### src/rtl/phy_mgmt_pkg.sv
package phy_mgmt_pkg;

    localparam int WORD_W = 16;
    localparam int IDX_W  = 5;
    localparam int PHY_W  = 5;

    typedef logic [WORD_W-1:0] word_t;
    typedef logic [IDX_W-1:0]  idx_t;
    typedef logic [PHY_W-1:0]  phy_t;

    localparam idx_t IDX_CTRL    = 5'd0;
    localparam idx_t IDX_STATUS  = 5'd1;
    localparam idx_t IDX_ADVERT  = 5'd4;
    localparam idx_t IDX_PARTNER = 5'd5;
    localparam idx_t IDX_SPEED   = 5'd17;
    localparam idx_t IDX_DIAG    = 5'd18;

    localparam word_t STATUS_UP     = 16'h782E;
    localparam word_t PARTNER_BASE  = 16'h4001;
    localparam word_t PARTNER_MASK  = 16'h01E0;
    localparam word_t SPEED_WORD    = 16'h8000;
    localparam word_t ABSENT_WORD   = 16'hFFFF;
    localparam word_t CTRL_KEEP     = 16'h7FFF;

    typedef struct packed {
        logic  wr;
        phy_t  phy;
        idx_t  idx;
        word_t data;
    } mgmt_req_t;

    function automatic word_t reset_word(input int unsigned i);
        case (i)
            0:       return 16'h3100;
            2:       return 16'h0300;
            3:       return 16'hE400;
            4:       return 16'h01E1;
            default: return 16'h0000;
        endcase
    endfunction

    function automatic word_t diag_word(input word_t adv, input logic link);
        word_t w;
        w = '0;
        if (link) begin
            w[10] = adv[7] | adv[8];
            w[11] = adv[8] | adv[6];
        end
        return w;
    endfunction

endpackage

### src/rtl/phy_mgmt_regfile.sv
module phy_mgmt_regfile
    import phy_mgmt_pkg::*;
(
    input  logic  clk,
    input  logic  rst,
    input  logic  wr_en,
    input  idx_t  wr_idx,
    input  word_t wr_data,
    input  idx_t  rd_idx,
    output word_t rd_data,
    output word_t adv_word
);

    localparam int NUM_REGS = 1 << IDX_W;

    word_t regs [NUM_REGS];

    for (genvar g = 0; g < NUM_REGS; g++) begin : g_reg
        if (g == 0) begin : g_ctrl
            always_ff @(posedge clk) begin
                if (rst) begin
                    regs[g] <= reset_word(g);
                end else if (wr_en) begin
                    regs[g] <= ((wr_idx == idx_t'(g)) ? wr_data : regs[g]) & CTRL_KEEP;
                end
            end
        end else begin : g_plain
            always_ff @(posedge clk) begin
                if (rst) begin
                    regs[g] <= reset_word(g);
                end else if (wr_en && wr_idx == idx_t'(g)) begin
                    regs[g] <= wr_data;
                end
            end
        end
    end

    assign rd_data  = regs[rd_idx];
    assign adv_word = regs[IDX_ADVERT];

endmodule

### src/rtl/phy_mgmt_readmux.sv
module phy_mgmt_readmux
    import phy_mgmt_pkg::*;
(
    input  idx_t  idx,
    input  logic  addr_hit,
    input  logic  link_up,
    input  word_t stored,
    input  word_t adv_word,
    output word_t rd_word
);

    always_comb begin
        unique case (idx)
            IDX_STATUS:  rd_word = link_up ? STATUS_UP : '0;
            IDX_PARTNER: rd_word = PARTNER_BASE | (adv_word & PARTNER_MASK);
            IDX_SPEED:   rd_word = SPEED_WORD;
            IDX_DIAG:    rd_word = diag_word(adv_word, link_up);
            default:     rd_word = stored;
        endcase
        if (!addr_hit) begin
            rd_word = ABSENT_WORD;
        end
    end

endmodule

### src/rtl/phy_mgmt_responder.sv
module phy_mgmt_responder
    import phy_mgmt_pkg::*;
#(
    parameter logic [4:0] PHY_ADDR  = 5'd7,
    parameter int         REQ_REG_W = 8
) (
    input  logic                 clk,
    input  logic                 rst,
    input  logic                 req_valid,
    output logic                 req_ready,
    input  logic                 req_write,
    input  logic [4:0]           req_phy,
    input  logic [REQ_REG_W-1:0] req_reg,
    input  logic [15:0]          req_wdata,
    input  logic                 link_up,
    output logic                 rsp_valid,
    output logic [15:0]          rsp_rdata
);

    mgmt_req_t req;
    logic      accept;
    logic      addr_hit;
    word_t     stored;
    word_t     adv_word;
    word_t     rd_word;

    assign req = '{wr: req_write, phy: req_phy, idx: req_reg[IDX_W-1:0], data: req_wdata};

    assign req_ready = !rsp_valid;
    assign accept    = req_valid && req_ready;
    assign addr_hit  = (req.phy == PHY_ADDR);

    phy_mgmt_regfile u_regs (
        .clk      (clk),
        .rst      (rst),
        .wr_en    (accept && req.wr && addr_hit),
        .wr_idx   (req.idx),
        .wr_data  (req.data),
        .rd_idx   (req.idx),
        .rd_data  (stored),
        .adv_word (adv_word)
    );

    phy_mgmt_readmux u_mux (
        .idx      (req.idx),
        .addr_hit (addr_hit),
        .link_up  (link_up),
        .stored   (stored),
        .adv_word (adv_word),
        .rd_word  (rd_word)
    );

    always_ff @(posedge clk) begin
        if (rst) begin
            rsp_valid <= 1'b0;
            rsp_rdata <= '0;
        end else begin
            rsp_valid <= accept;
            if (accept) begin
                rsp_rdata <= req.wr ? '0 : rd_word;
            end
        end
    end

endmodule

### config.mk
export PLATFORM = sky130hd
export DESIGN_NAME = phy_mgmt_responder
export DESIGN_NICKNAME = d
export VERILOG_FILES = /design/src/rtl/phy_mgmt_pkg.sv /design/src/rtl/phy_mgmt_regfile.sv /design/src/rtl/phy_mgmt_readmux.sv /design/src/rtl/phy_mgmt_responder.sv
export SDC_FILE = /design/constraint.sdc
export NUM_CORES = 1
export LEC_CHECK = 0
export ABC_CLOCK_PERIOD_IN_PS = 5800
export CAP_MARGIN = 0
export CORE_MARGIN = 3
export CORE_UTILIZATION = 39
export CTS_CLUSTER_DIAMETER = 150
export DETAILED_ROUTE_END_ITERATION = 12
export HOLD_SLACK_MARGIN = 0.15
export PLACE_DENSITY = 0.56
export SYNTH_ARGS = -nofsm -noshare
export SYNTH_HDL_FRONTEND = slang
export SYNTH_HIERARCHICAL = 1
export SYNTH_SLANG_ARGS = --single-unit
### constraint.sdc
create_clock -name clk -period 5.8 [get_ports clk]
set_input_delay 1.74 -clock clk [delete_from_list [all_inputs] [get_ports clk]]
set_output_delay 1.74 -clock clk [all_outputs]
set_load 0.03 [all_outputs]
### Yosys cells after proc, flatten, opt, wreduce, memory -nomap -nowiden

Memory sizes are Yosys's and may differ from the RTL's.
Cells that the tools add are included.

* equal/unequal tests: 33
* bitwise operators: 35
* muxes and demuxes: 137
* reductions and logical operators: 37

Operator list (number)
* two-way mux 16 bit: 33
* two-way mux 1 bit: 99
* equality test 5 bit (second input constant): 16
* case mux 16 bit (4 select lines): 1
* two-way mux 15 bit: 3
* equality test 5 x 4 -> 1 bit (second input constant): 8
* OR 1 bit: 35
* logical AND 1 bit: 34
* equality test 5 x 3 -> 1 bit (second input constant): 5
* equality test 5 x 2 -> 1 bit (second input constant): 2
* equality test 5 x 1 -> 1 bit (second input constant): 1
* zero test 5 bit: 1
* two-way mux 2 bit: 1
* AND reduction 2 bit: 1
* zero test 1 bit: 1
* inequality test 1 bit (second input constant): 1

* logic and storage cells: 245
* output and inout bits: 18
* register bits after elaboration: 17
* input port bits: 34
* bits in writable memories: 512
* memories: 1

Memory list
* u_regs.regs: depth 32, bits a word 16, rd ports 2, clocked after memory_dff 0, write ports 32, RTL line phy_mgmt_regfile.sv:16 `word_t regs [NUM_REGS];`

### Depth between registers and ports, before layout

* word-level depth: 9
* gate-level depth with buffers: 11
* depth with buffers taken out: 8

### Cells and area by module

Netlist, hierarchy kept.

By module, submodules not included
* phy_mgmt_regfile: area each 23956.7 um^2, seq. area each 15344.7 um^2, cells an instance 1761, instances 1
* phy_mgmt_responder: area each 839.6 um^2, seq. area each 340.3 um^2, cells an instance 79, instances 1
* phy_mgmt_readmux: area each 294.0 um^2, seq. area each 0.0 um^2, cells an instance 34, instances 1

### Worst setup path after synthesis

Ideal clock, no wire load.

* kind: in2reg
* start: in req_valid
* end: mem u_regs/regs[3][0] (netlist name), enable pin
* data required time: 5.408 ns
* data arrival time: 3.563 ns
* path buffers: 4
* setup time: 0.392 ns
* setup slack: 1.845 ns
* stages: 8
* cells stage by stage: nor2b_1 > buf_4 > buf_12 > and3_1 > nand2b_1 > buf_2 > clkbuf_1 > o21bai_1

RTL lines
* start, declared: RTL line phy_mgmt_responder.sv:9 `input logic req_valid,`
* end, declared: RTL line phy_mgmt_regfile.sv:16

### Final worst setup path

* start: in req_reg[0]
* end: reg rsp_rdata[10]

* longest elaborated chain between the ends: 4
* elaborated cells on any way between the ends: 8
* classes of those cells: 4 x eq/ne; 3 x mux; 1 x memory

Ends and longest elaborated chain
* start, declared: RTL line phy_mgmt_responder.sv:13 `input logic [REQ_REG_W-1:0] req_reg,`
* memory (32 x 16 bit)
* named net stored[10]: RTL line phy_mgmt_responder.sv:23 `word_t stored;`
* case mux 16 bit (4 select lines): RTL line phy_mgmt_readmux.sv:13 `unique case (idx)`
* two-way mux 16 bit: RTL line phy_mgmt_readmux.sv:20 `if (!addr_hit) begin`
* named net rd_word[10]: RTL line phy_mgmt_responder.sv:25 `word_t rd_word;`
* two-way mux 16 bit: RTL line phy_mgmt_responder.sv:60 `rsp_rdata <= req.wr ? '0 : rd_word;`
* end signal, assigned: RTL line phy_mgmt_responder.sv:60
* end, declared: RTL line phy_mgmt_responder.sv:17 `output logic [15:0] rsp_rdata`

The timed path passes the listed nets, and every way through them passes these cells.
A chain may end at the register's enable or synchronous reset.

==> impl_metrics.tcl <==
set metrics [dict create \
    grt_start_max_net_pins 77 \
    synth_commonest_cells "511 x edfxtp_1, 499 x and2_1, 250 x mux2i_1, 106 x a22oi_1, 85 x clkbuf_1" \
    wl_per_cell_um 23.99 \
    final_core_util_pct 44.51 \
    die-area_um2 67410 \
    async_flop_share_pct 0 \
    worstPathRequired_ns 6.26 \
    drtAntennaViolNets 0 \
    syn_area_um2 25090 \
    crit_chain "clkdlybuf4s50_1, buf_4, nor2_4, buf_4, a22oi_1, nand3_1, nand4_1, a221o_1, nand3b_1, a21oi_1" \
    synth-seq-cells 528 \
    period_minus_slack_ns 4.301 \
    dr.first_iter.drc_count 1268 \
    layout.cells.non_filler 2777 \
    drive_gt1_share_pct 11.05 \
    synthTopCellsByArea "edfxtp_1 61%, and2_1 12%, mux2i_1 10%, a22oi_1 3.2%, nand3_1 1.4%" \
    startpoint_type "primary input" \
    synth_flop_cell "edfxtp_1" \
    post_cts_buffers 0 \
    outcome "finished clean" \
    clock.fmax_mhz 232.5 \
    antenna_found_initial 7 \
    syn_to_final_growth_pct 12.32 \
    ctsHoldBuffers 0 \
    drt_first_pass_iters 5 \
    crit_family "buffers and inverters" \
    synthCells 1874 \
    min_path_cells 2 \
    reg2reg_depth 8 \
    synthMostInstantiatedCell "edfxtp_1" \
    synth_top_cell_by_area "edfxtp_1" \
    io_buffers 48 \
    period_share_pct 74.15 \
    arrival_ns 4.76 \
    worstSkewPairLatency_ns 0.60 \
    drv_cap 0 \
    slew_headroom_pct 23.11 \
    nets 1922 \
    grt_overflow 0 \
    gp_congestion 0.8995 \
    clock_path_buffers 3 \
    cp_num_buf_inv 3 \
    worst_pin_slew_ns 1.150 \
    grt_pass1_vias 14800 \
    path_common_cell "buf_4" \
    ys_seq_area_share_pct 62.51 \
    skew_ns 0.01073 \
    vias 14850 \
    worstPathMaxFanout 16 \
    worstSetupEndpointType "register" \
    synth_fp_nets 1908 \
    power.density_nw_per_um2 294.2 \
    yosysTopAreaCellShare_pct 61.16 \
    crit_cells 10 \
    rows 92 \
    cts_made_buffers 55 \
    cts_tree "built" \
    rsz0062_at_grt "false" \
    cts_resized 0 \
    dp_hpwl_mm 41.68 \
    worst_path_max_delay_cell "clkdlybuf4s50_1" \
    reg2reg_to "u_regs/regs[0][2]" \
    ys_warn_count 6 \
    die_h_um 259.6 \
    drt_wl_total_mm 66.62 \
    peakVddDrop_mv 0.2387 \
    crit_start "req_reg[0]" \
    grt_usage_pct 19.70 \
    place_inst 2677 \
    grt_pass1_wl_mm 97.87 \
    cts.sinks 528 \
    cp-endpoint "rsp_rdata[10]" \
    initial_core_util_pct 39.63 \
    cp_slowest_stage_delay_ns 0.64 \
    fp.dieW_um 259.6 \
    holdCritPathClass "reg -> reg" \
    ff2ff_setup_slack_ns 3.16 \
    fin_tns_setup_ns 0 \
    path_clk_slew_ns 0.06 \
    ioPinCount 52 \
    finalSetupViolations 0 \
    h-tree-depth 2 \
    p_leak_nw 10.55 \
    yosysUniqueCellTypes 50 \
    clockRootBuffer "clkbuf_16" \
    hold_viol 0 \
    critical_path_class "in -> reg" \
    drcViolationCount 0 \
    final-max-slew-violation-count 0 \
    r2r_start "rsp_valid" \
    viasPerCell 5.346 \
    synth_edf_count 511 \
    core_area_um2 63310 \
    avgSynthCellArea_um2 13.39 \
]
[routing by layer]
layer / global-route usage [%] / routed length [um]
met5: 0 / 40
met2: 33.03 / 32670
met1: 26.12 / 28520
met4: 5.668 / 1737
met3: 3.700 / 3655
[per-stage QoR]
stage,setup slack [ns],hold WS (ns),cell area (um^2),power [mW]
global route,1.419,0.4811,28170,8.554
floorplan,1.845,0.5757,25090,4.767
CTS,1.561,0.4581,28170,8.365
finish,1.499,0.4557,28180,8.290
detailed placement,0.9267,0.4517,26490,5.044
global placement,0.9248,0.4519,26490,5.031
[cell usage in the layout (no fill, tap or decap), types with 5 or more instances in the layout]
master	n
edfxtp_1	511
and2_1	498
mux2i_1	250
a22oi_1	106
buf_4	70
nand3_1	70
clkbuf_16	58
clkdlybuf4s50_1	46
nand2_1	43
o21bai_1	31
a21oi_1	22
nor2_4	22
dfxtp_1	17
nand4_1	17
nor2_1	14
or3_1	14
clkinv_1	13
clkbuf_1	13
nand3b_4	9
a21oi_2	9
nand3b_1	9
nor2b_1	7
clkinv_2	6
buf_12	5
a221o_1	5
[area by class of cell]
type                       count  area [um^2]
tap                          846         1059
timing repair buffer         123         1106
antenna                        3        7.507
clock buffer                  78         1578
fill                        5708        35130
multi-input combinational   1176         8627
inverter                       4        15.01
sequential                   528        15690
clock inverter                19        105.1
[kinds of logic (layout without fill, tap and decap cells)]
group / after synthesis / in the layout / share of synthesized area (%)
mux: 252 / 252 / 10.11
flops: 528 / 528 / 62.51
buf+inv: 170 / 224 / 3.206
simple gates: 730 / 730 / 18.35
compound gates: 194 / 194 / 5.825
other cells: 0 / 3 / 0
[worst register-to-register path, cell delays in order (launching register included)]
cell and delay (ns):
dfxtp_1 0.37, nor2b_2 0.07, and3_1 0.24, nand2b_1 0.09
buf_4 0.26, or2_4 0.59, nor2_2 0.06, buf_4 0.19
or2_2 0.47
[how the worst min path moves through the flow]
stage | from | to | slack [ns]
floorplan | rsp_rdata[0] | rsp_rdata[0] | 0.58
finish | rsp_rdata[13] | rsp_rdata[13] | 0.46
global route | rsp_rdata[8] | rsp_rdata[8] | 0.48
detailed placement | rsp_rdata[14] | rsp_rdata[14] | 0.45
CTS | rsp_rdata[14] | rsp_rdata[14] | 0.46
global placement | rsp_rdata[11] | rsp_rdata[11] | 0.45
[power breakdown]
group / total [mW] / leakage [nW] / switching (mW) / internal [mW]
Combinational: 0.639 / 4.30 / 0.431 / 0.208
Sequential: 4.32 / 5.42 / 0.0323 / 4.29
Clock: 3.33 / 0.829 / 1.42 / 1.92
Total: 8.29 / 10.5 / 1.88 / 6.41
[sequential cells by signal (all words and copies together), names as in the netlist]
name and cells:
u_regs/regs 511, rsp_rdata 16, rsp_valid 1
Power figures use the tool's default switching activity.
